<file path="config.mk">
export PLATFORM = sky130hd
export DESIGN_NAME = csdec_top
export DESIGN_NICKNAME = d
export VERILOG_FILES = /design/src/rtl/csdec_pkg.sv /design/src/rtl/csdec_regs.sv /design/src/rtl/csdec_match.sv /design/src/rtl/csdec_ack.sv /design/src/rtl/csdec_top.sv
export SDC_FILE = /design/constraint.sdc
export NUM_CORES = 1
export LEC_CHECK = 0
export BUFFER_PORTS_ARGS = -buffer_cell sky130_fd_sc_hd__buf_2
export CAP_MARGIN = 0
export CELL_PAD_IN_SITES_DETAIL_PLACEMENT = 1
export CELL_PAD_IN_SITES_GLOBAL_PLACEMENT = 2
export CORE_MARGIN = 3
export CORE_UTILIZATION = 35
export CTS_CLUSTER_SIZE = 25
export DETAILED_ROUTE_END_ITERATION = 8
export GPL_TIMING_DRIVEN = 0
export MAX_ROUTING_LAYER = met4
export PLACE_DENSITY = 0.79
export SLEW_MARGIN = 20
export SYNTH_ARGS = -nofsm -noshare
export SYNTH_HDL_FRONTEND = slang
export SYNTH_SLANG_ARGS = --single-unit
export TNS_END_PERCENT = 10
</file>
<file path="constraint.sdc">
create_clock -name clk -period 11.5 [get_ports clk]
set_clock_uncertainty 0.05 [all_clocks]
set_input_delay 0.575 -clock clk [delete_from_list [all_inputs] [get_ports clk]]
set_output_delay 0.575 -clock clk [all_outputs]
set_load 0.005 [all_outputs]
</file>
<file path="src/rtl/csdec_pkg.sv">
// Package: shared constants and the register-select encoding of the chip-select decoder.
// Assumes: regions start at 2 KB (2^11 bytes) and grow by powers of two.
package csdec_pkg;
    localparam int SIZE_LSB  = 11;   // log2 of the smallest region
    localparam int CODE_BITS = 3;    // width of the size code in the base register

    typedef enum logic {
        SEL_BASE = 1'b0,
        SEL_OPT  = 1'b1
    } reg_sel_e;
endpackage

</file>
<file path="src/rtl/csdec_regs.sv">
// Module: register file holding base and option registers for every channel.
// Assumes: one write per cycle; reset leaves all channels disabled with zero waits.
module csdec_regs
    import csdec_pkg::*;
#(
    parameter int NCH = 4,
    parameter int AW  = 24,
    parameter int WSW = 4,
    localparam int CHW = (NCH > 1) ? $clog2(NCH) : 1
) (
    input  logic                     clk,
    input  logic                     rst_n,
    input  logic                     reg_we,
    input  logic [CHW-1:0]           reg_ch,
    input  logic                     reg_sel,
    input  logic [AW-1:0]            reg_wdata,
    output logic [NCH-1:0][AW-1:0]   base_q,
    output logic [NCH-1:0]           en_q,
    output logic [NCH-1:0][WSW-1:0]  wait_q
);
    // Per-channel storage: base register and the two option fields.
    for (genvar c = 0; c < NCH; c++) begin : g_ch
        always_ff @(posedge clk) begin
            if (!rst_n) begin
                base_q[c] <= '0;
                en_q[c]   <= 1'b0;
                wait_q[c] <= '0;
            end else if (reg_we && (int'(reg_ch) == c)) begin
                if (reg_sel == SEL_BASE) begin
                    base_q[c] <= reg_wdata;
                end else begin
                    en_q[c]   <= reg_wdata[0];
                    wait_q[c] <= reg_wdata[WSW:1];
                end
            end
        end
    end

    // a write reaches exactly the addressed channel and register.
    p_write_lands_r11: assert property (@(posedge clk) disable iff (!rst_n)
        reg_we && reg_sel == SEL_OPT |=> en_q[$past(reg_ch)] == $past(reg_wdata[0]));
endmodule

</file>
<file path="src/rtl/csdec_match.sv">
// Module: address comparator for one channel, masked by the channel's size code.
// Assumes: AW is wide enough for the largest region (AW > SIZE_LSB + 7).
module csdec_match
    import csdec_pkg::*;
#(
    parameter int AW = 24
) (
    input  logic [AW-1:0] addr,
    input  logic [AW-1:0] base,
    input  logic          en,
    output logic          hit
);
    logic [CODE_BITS-1:0] code;
    logic [AW-1:0]        keep;

    // Build the compare mask: only bits at or above the region size count.
    always_comb begin
        code = base[CODE_BITS-1:0];
        for (int b = 0; b < AW; b++) begin
            keep[b] = (b >= SIZE_LSB + int'(code));
        end
    end

    // Channel hit: enabled and all kept bits equal.
    always_comb begin
        hit = en && (((addr ^ base) & keep) == '0);
    end
endmodule

</file>
<file path="src/rtl/csdec_ack.sv">
// Module: wait-state counter, smallest-wait selection and overlap detection.
// Assumes: address and register contents stay stable while the strobe is high.
module csdec_ack #(
    parameter int NCH = 4,
    parameter int WSW = 4
) (
    input  logic                     clk,
    input  logic                     rst_n,
    input  logic                     strb,
    input  logic [NCH-1:0]           hit,
    input  logic [NCH-1:0][WSW-1:0]  wait_q,
    output logic                     ack,
    output logic                     overlap
);
    localparam logic [WSW-1:0] CNT_MAX = '1;

    logic [WSW-1:0] cnt;
    logic [WSW-1:0] wmin;
    logic [WSW-1:0] wmax;
    logic           any_hit;

    // Smallest and largest wait counts among hitting channels.
    always_comb begin
        wmin    = CNT_MAX;
        wmax    = '0;
        any_hit = 1'b0;
        for (int c = 0; c < NCH; c++) begin
            if (hit[c]) begin
                any_hit = 1'b1;
                if (wait_q[c] < wmin) wmin = wait_q[c];
                if (wait_q[c] > wmax) wmax = wait_q[c];
            end
        end
    end

    // Count clock edges seen with the strobe high; saturate; clear when idle.
    always_ff @(posedge clk) begin
        if (!rst_n || !strb) begin
            cnt <= '0;
        end else if (cnt != CNT_MAX) begin
            cnt <= cnt + 1'b1;
        end
    end

    // Outputs: acknowledge once enough edges passed; flag disagreeing waits.
    always_comb begin
        ack     = strb && any_hit && (cnt >= wmin);
        overlap = strb && any_hit && (wmin != wmax);
    end

    // acknowledge persists until the strobe falls.
    p_ack_held_r7: assert property (@(posedge clk) disable iff (!rst_n)
        ack && strb |=> ack || !strb);
    // a non-zero wait never acknowledges on the strobe's first cycle.
    p_no_early_ack_r6: assert property (@(posedge clk) disable iff (!rst_n)
        strb && !$past(strb) && wmin != '0 |-> !ack);
    // overlap needs at least two hitting channels.
    p_overlap_two_r8: assert property (@(posedge clk) disable iff (!rst_n)
        overlap |-> $countones(hit) >= 2);
endmodule

</file>
<file path="src/rtl/csdec_top.sv">
// Module: chip-select decoder top; ties registers, per-channel comparators and ack logic.
// Assumes: bus_addr is stable for the whole strobe; registers are not rewritten mid-access.
module csdec_top #(
    parameter int NCH = 4,
    parameter int AW  = 24,
    parameter int WSW = 4,
    localparam int CHW = (NCH > 1) ? $clog2(NCH) : 1
) (
    input  logic            clk,
    input  logic            rst_n,
    input  logic            reg_we,
    input  logic [CHW-1:0]  reg_ch,
    input  logic            reg_sel,
    input  logic [AW-1:0]   reg_wdata,
    input  logic            bus_strb,
    input  logic [AW-1:0]   bus_addr,
    output logic [NCH-1:0]  cs,
    output logic            ack,
    output logic            overlap
);
    logic [NCH-1:0][AW-1:0]  base_q;
    logic [NCH-1:0]          en_q;
    logic [NCH-1:0][WSW-1:0] wait_q;
    logic [NCH-1:0]          hit;

    csdec_regs #(.NCH(NCH), .AW(AW), .WSW(WSW)) u_regs (
        .clk(clk), .rst_n(rst_n), .reg_we(reg_we), .reg_ch(reg_ch),
        .reg_sel(reg_sel), .reg_wdata(reg_wdata),
        .base_q(base_q), .en_q(en_q), .wait_q(wait_q)
    );

    // One comparator per channel.
    for (genvar c = 0; c < NCH; c++) begin : g_match
        csdec_match #(.AW(AW)) u_match (
            .addr(bus_addr), .base(base_q[c]), .en(en_q[c]), .hit(hit[c])
        );
        // a disabled channel never selects.
        p_disabled_quiet_r4: assert property (@(posedge clk) disable iff (!rst_n)
            cs[c] |-> en_q[c]);
    end

    csdec_ack #(.NCH(NCH), .WSW(WSW)) u_ack (
        .clk(clk), .rst_n(rst_n), .strb(bus_strb), .hit(hit), .wait_q(wait_q),
        .ack(ack), .overlap(overlap)
    );

    // Chip selects: gate every hit with the strobe.
    always_comb begin
        cs = hit & {NCH{bus_strb}};
    end

    // no chip select outside a strobe.
    p_cs_in_strobe_r5: assert property (@(posedge clk) disable iff (!rst_n)
        cs != '0 |-> bus_strb);
    // acknowledge only when some channel is selected.
    p_ack_needs_cs_r10: assert property (@(posedge clk) disable iff (!rst_n)
        ack |-> cs != '0);
endmodule

</file>
==> results.sh <==
export IMPL_post_cts_resized_instances=0
export IMPL_filler_cell_count=2725
export IMPL_syn_inst=1006
export IMPL_ys_top_cells_by_area="sky130_fd_sc_hd__dfxtp_1 (30%), sky130_fd_sc_hd__nand2_1 (11%), sky130_fd_sc_hd__a21boi_0 (9.2%)"
export IMPL_setup_violations_final=0
export IMPL_seq_power_share=0.378
export IMPL_numClockSinks=120
export IMPL_finish_instance_area_um2=9240
export IMPL_avgViaCountPerCell=5.50
export IMPL_initial_antenna_violation_count=1
export IMPL_drt_iter0_markers=462
export IMPL_maximum_number_of_pins_on_one_net_before_global_route_repair=17
export IMPL_gp_congestion=0.874
export IMPL_tns_ns=0
export IMPL_worstPathRequired_ns=10.88
export IMPL_number_of_global_route_vias_before_repair=7347
export IMPL_post_synth_top_count_cell="sky130_fd_sc_hd__nand2_1"
export IMPL_boundaryPins=61
export IMPL_drt_pass1_iter_count=5
export IMPL_area_growth_synth_to_final_pct=14.9
export IMPL_synth_largest_type_area_fraction=0.299
export IMPL_hold_viol_final=0
export IMPL_clock_insertion_delay_at_the_later_pin_of_the_skew_report_ns=0.42
export IMPL_rsz_0062_raised_after_global_routing="false"
export IMPL_route_detailed_wl_per_inst_um=22.4
export IMPL_critical_path_arrival_ns=8.63
export IMPL_cts_hold_buffers=0
export IMPL_power_share_switching=0.259
export IMPL_cts_setup_buffers=0
export IMPL_slew_headroom=0.275
export IMPL_dpl_instance_area_um2=8610
export IMPL_wl_um=30600
export IMPL_synth_seq_area_share=0.299
export IMPL_syn_cell_area_um2=8040
export IMPL_p_int_uw=849
export IMPL_power_density_nw_per_um2=124
export IMPL_worstPathMaxFanout=10
export IMPL_cts_root_to_sink_buffers=2
export IMPL_netlist_top_cells_count="sky130_fd_sc_hd__nand2_1 (225), sky130_fd_sc_hd__dfxtp_1 (120), sky130_fd_sc_hd__a21boi_0 (99)"
export IMPL_crit_slowest_cell="sky130_fd_sc_hd__a211oi_4"
export IMPL_final_layout_size_suffix_gt1_frac=0.0832
export IMPL_unique_cell_type_count_in_the_yosys_netlist=76
export IMPL_dp_hpwl_um=23000
export IMPL_timing_critical_path_slowest_cell_delay_ns=0.44
export IMPL_proportion_of_register_bits_with_asynchronous_set_or_reset_after_synthesis=0
export IMPL_synth_area_per_cell_um2=7.99
export IMPL_grt_first_pass_wirelength_um=45200
export IMPL_tritoncts="yes"
export IMPL_chipWidth_um=158
export IMPL_cellLeakagePower_uw=0.00358
export IMPL_power_frac_comb=0.117
export IMPL_netlist_top_cell_by_area="sky130_fd_sc_hd__dfxtp_1"
export IMPL_cts_buffers_inserted=17
export IMPL_clock_root_buffer="sky130_fd_sc_hd__clkbuf_16"
export IMPL_floorplan_initialDensity=0.363
export IMPL_track_usage=0.256
export IMPL_path_common_cell="sky130_fd_sc_hd__ha_1"
export IMPL_cap_viol_max_count=0
export IMPL_total_switching_power_uw=297
export IMPL_dominantRegCellSynth="sky130_fd_sc_hd__dfxtp_1"
export IMPL_chipHeight_um=158
export IMPL_full_die_area_um2=24800
export IMPL_yosys_warnings=0
export IMPL_cts_htree_levels=4
export IMPL_dr_total_vias=7501
export IMPL_timing_max_transition_violations_final=0
export IMPL_gr_total_overflow=0
export IMPL_synth_fp_nets=1106
export IMPL_period_minus_slack_ns=9.25
export IMPL_placement_rows=54
export IMPL_tightest_pin_transition_ns=1.09
export IMPL_synth_ff_latch_count=120
export IMPL_timing_critical_path_from_type="register"
export IMPL_count_of_input_and_output_buffers=45
export IMPL_peakVddDrop_mv=0.0868
export IMPL_worst_setup_hold_path_clk_slew_ns=0.06
export IMPL_worst_setup_path_type="reg -> out"
export IMPL_design_core_area_um2=22200
export IMPL_drt_drc_violations_left=0
export IMPL_critical_path_endpoint_type="primary output"
export IMPL_ant_nets=0
export IMPL_outcome="completed"
export IMPL_hold_path_class="in -> reg"
export IMPL_pwr_share_clk=0.505
export IMPL_synth_edf_count=0
export IMPL_final_nets=1170
export IMPL_achievable_frequency_mhz=108
export IMPL_timing_final_crit_share=0.804
==> sequential cells by signal, summed over array words and instances, names as in the netlist <==
register and cells:
u_regs.en_q 4, u_ack.cnt 4, u_regs.wait_q 16, u_regs.base_q 96
==> cells in the final DEF, fill, tap and decap left out, types with 3 or more instances in the layout <==
| cell | synthesis | layout |
|---|---|---|
| sky130_fd_sc_hd__nor2_1 | 20 | 20 |
| sky130_fd_sc_hd__nand2b_1 | 14 | 14 |
| sky130_fd_sc_hd__a21oi_1 | 27 | 27 |
| sky130_fd_sc_hd__o21a_1 | 5 | 5 |
| sky130_fd_sc_hd__nor2b_1 | 35 | 35 |
| sky130_fd_sc_hd__nand3_1 | 12 | 12 |
| sky130_fd_sc_hd__xor2_1 | 57 | 57 |
| sky130_fd_sc_hd__nor4bb_1 | 4 | 4 |
| sky130_fd_sc_hd__o21ai_1 | 4 | 4 |
| sky130_fd_sc_hd__o32ai_1 | 3 | 3 |
| sky130_fd_sc_hd__a211oi_1 | 6 | 6 |
| sky130_fd_sc_hd__o21ai_0 | 32 | 32 |
| sky130_fd_sc_hd__o31ai_1 | 4 | 4 |
| sky130_fd_sc_hd__buf_2 | 2 | 47 |
| sky130_fd_sc_hd__o211ai_1 | 10 | 10 |
| sky130_fd_sc_hd__clkbuf_1 | 50 | 54 |
| sky130_fd_sc_hd__mux2i_1 | 23 | 23 |
| sky130_fd_sc_hd__a32o_1 | 3 | 3 |
| sky130_fd_sc_hd__ha_1 | 45 | 45 |
| sky130_fd_sc_hd__xnor2_1 | 39 | 39 |
| sky130_fd_sc_hd__inv_1 | 47 | 47 |
| sky130_fd_sc_hd__nand4_1 | 7 | 7 |
| sky130_fd_sc_hd__nor3_1 | 12 | 12 |
| sky130_fd_sc_hd__a21o_1 | 4 | 4 |
| sky130_fd_sc_hd__a21boi_0 | 99 | 99 |
| sky130_fd_sc_hd__and2_1 | 7 | 7 |
| sky130_fd_sc_hd__nand3b_1 | 3 | 3 |
| sky130_fd_sc_hd__nand2_1 | 225 | 225 |
| sky130_fd_sc_hd__a31oi_1 | 9 | 9 |
| sky130_fd_sc_hd__and3b_1 | 3 | 3 |
| sky130_fd_sc_hd__a22oi_1 | 7 | 7 |
| sky130_fd_sc_hd__clkbuf_8 | 0 | 3 |
| sky130_fd_sc_hd__nor4_1 | 5 | 5 |
| sky130_fd_sc_hd__nor3b_1 | 5 | 5 |
| sky130_fd_sc_hd__clkbuf_16 | 0 | 17 |
| sky130_fd_sc_hd__bufinv_16 | 0 | 4 |
| sky130_fd_sc_hd__dfxtp_1 | 120 | 120 |
==> critical path, delay by kind of cell, from the launching register on <==
| family | cells | cell delay [ns] |
|---|---|---|
| buffers and inverters | 5 | 0.92 |
| flip-flops | 1 | 0.38 |
| multiplexers | 1 | 0.34 |
| AND/OR/NAND/NOR | 11 | 1.63 |
| adder cells (fa/ha/maj) | 5 | 1.43 |
| AO/OA/AOI/OAI | 18 | 3.31 |
| XOR/XNOR | 1 | 0.16 |
==> logic make-up (layout without fill, tap and decap cells) <==
group,after synthesis,in the layout,share of synthesized area
other,0,1,0
buffers and inverters,99,175,0.0466
XOR/XNOR,98,98,0.109
flip-flops,120,120,0.299
AO/OA/AOI/OAI,255,255,0.230
adder cells (fa/ha/maj),46,46,0.0713
AND/OR/NAND/NOR,361,361,0.210
multiplexers,27,27,0.0352
==> power by group through the flow <==
stage	clock network, uW	logic [uW]	registers, uW
after floorplan	0	73.6	440
after global placement	0	131	441
after detailed placement	0	131	442
after CTS	586	132	433
after global routing	602	143	434
final	579	134	433
==> routing by layer <==
metal	global-route usage	share of wire
met5	-	0
met1	0.346	0.48
met4	0.0702	0.024
met2	0.396	0.45
met3	0.0432	0.044
==> cell type report <==
| cell class | count | area (um2) | share of cell area |
|---|---|---|---|
| Multi-Input combinational cell | 787 | 5260 | 0.569 |
| Sequential cell | 120 | 2400 | 0.260 |
| Clock buffer | 24 | 482 | 0.0522 |
| Tap cell | 280 | 350 | 0.0379 |
| Timing Repair Buffer | 45 | 225 | 0.0244 |
| Buffer | 52 | 198 | 0.0214 |
| Inverter | 47 | 176 | 0.0191 |
| Clock inverter | 7 | 141 | 0.0153 |
| Antenna cell | 1 | 2.50 | 0.000271 |
==> per-stage QoR <==
| step | power, uW | util | std cells | worst slack [ns] | hold slack, ns |
|---|---|---|---|---|---|
| finish | 1150 | 0.417 | 1363 | 2.25 | 0.394 |
| global route | 1180 | 0.417 | 1362 | 1.45 | 0.403 |
| CTS | 1150 | 0.417 | 1362 | 2.24 | 0.381 |
| detailed placement | 573 | 0.389 | 1331 | 2.75 | 0.422 |
| global placement | 572 | 0.389 | 1331 | 2.79 | 0.413 |
| floorplan | 513 | - | 1006 | 4.10 | 0.405 |
==> final timing paths <==
kind | start | slack, ns | cells past startpoint | to
worst max-delay path | u_regs.base_q[1]$_SDFFE_PN0P_ | 2.25 | 41 | overlap
worst min register to register | u_regs.base_q[89]$_SDFFE_PN0P_ | 0.43 | 2 | u_regs.base_q[89]$_SDFFE_PN0P_
worst min-delay path | reg_wdata[23] | 0.39 | 3 | u_regs.base_q[23]$_SDFFE_PN0P_
worst max register to register | u_ack.cnt[1]$_SDFFE_PP0P_ | 10.31 | 4 | u_ack.cnt[1]$_SDFFE_PP0P_
Power figures use the tool's default switching activity.
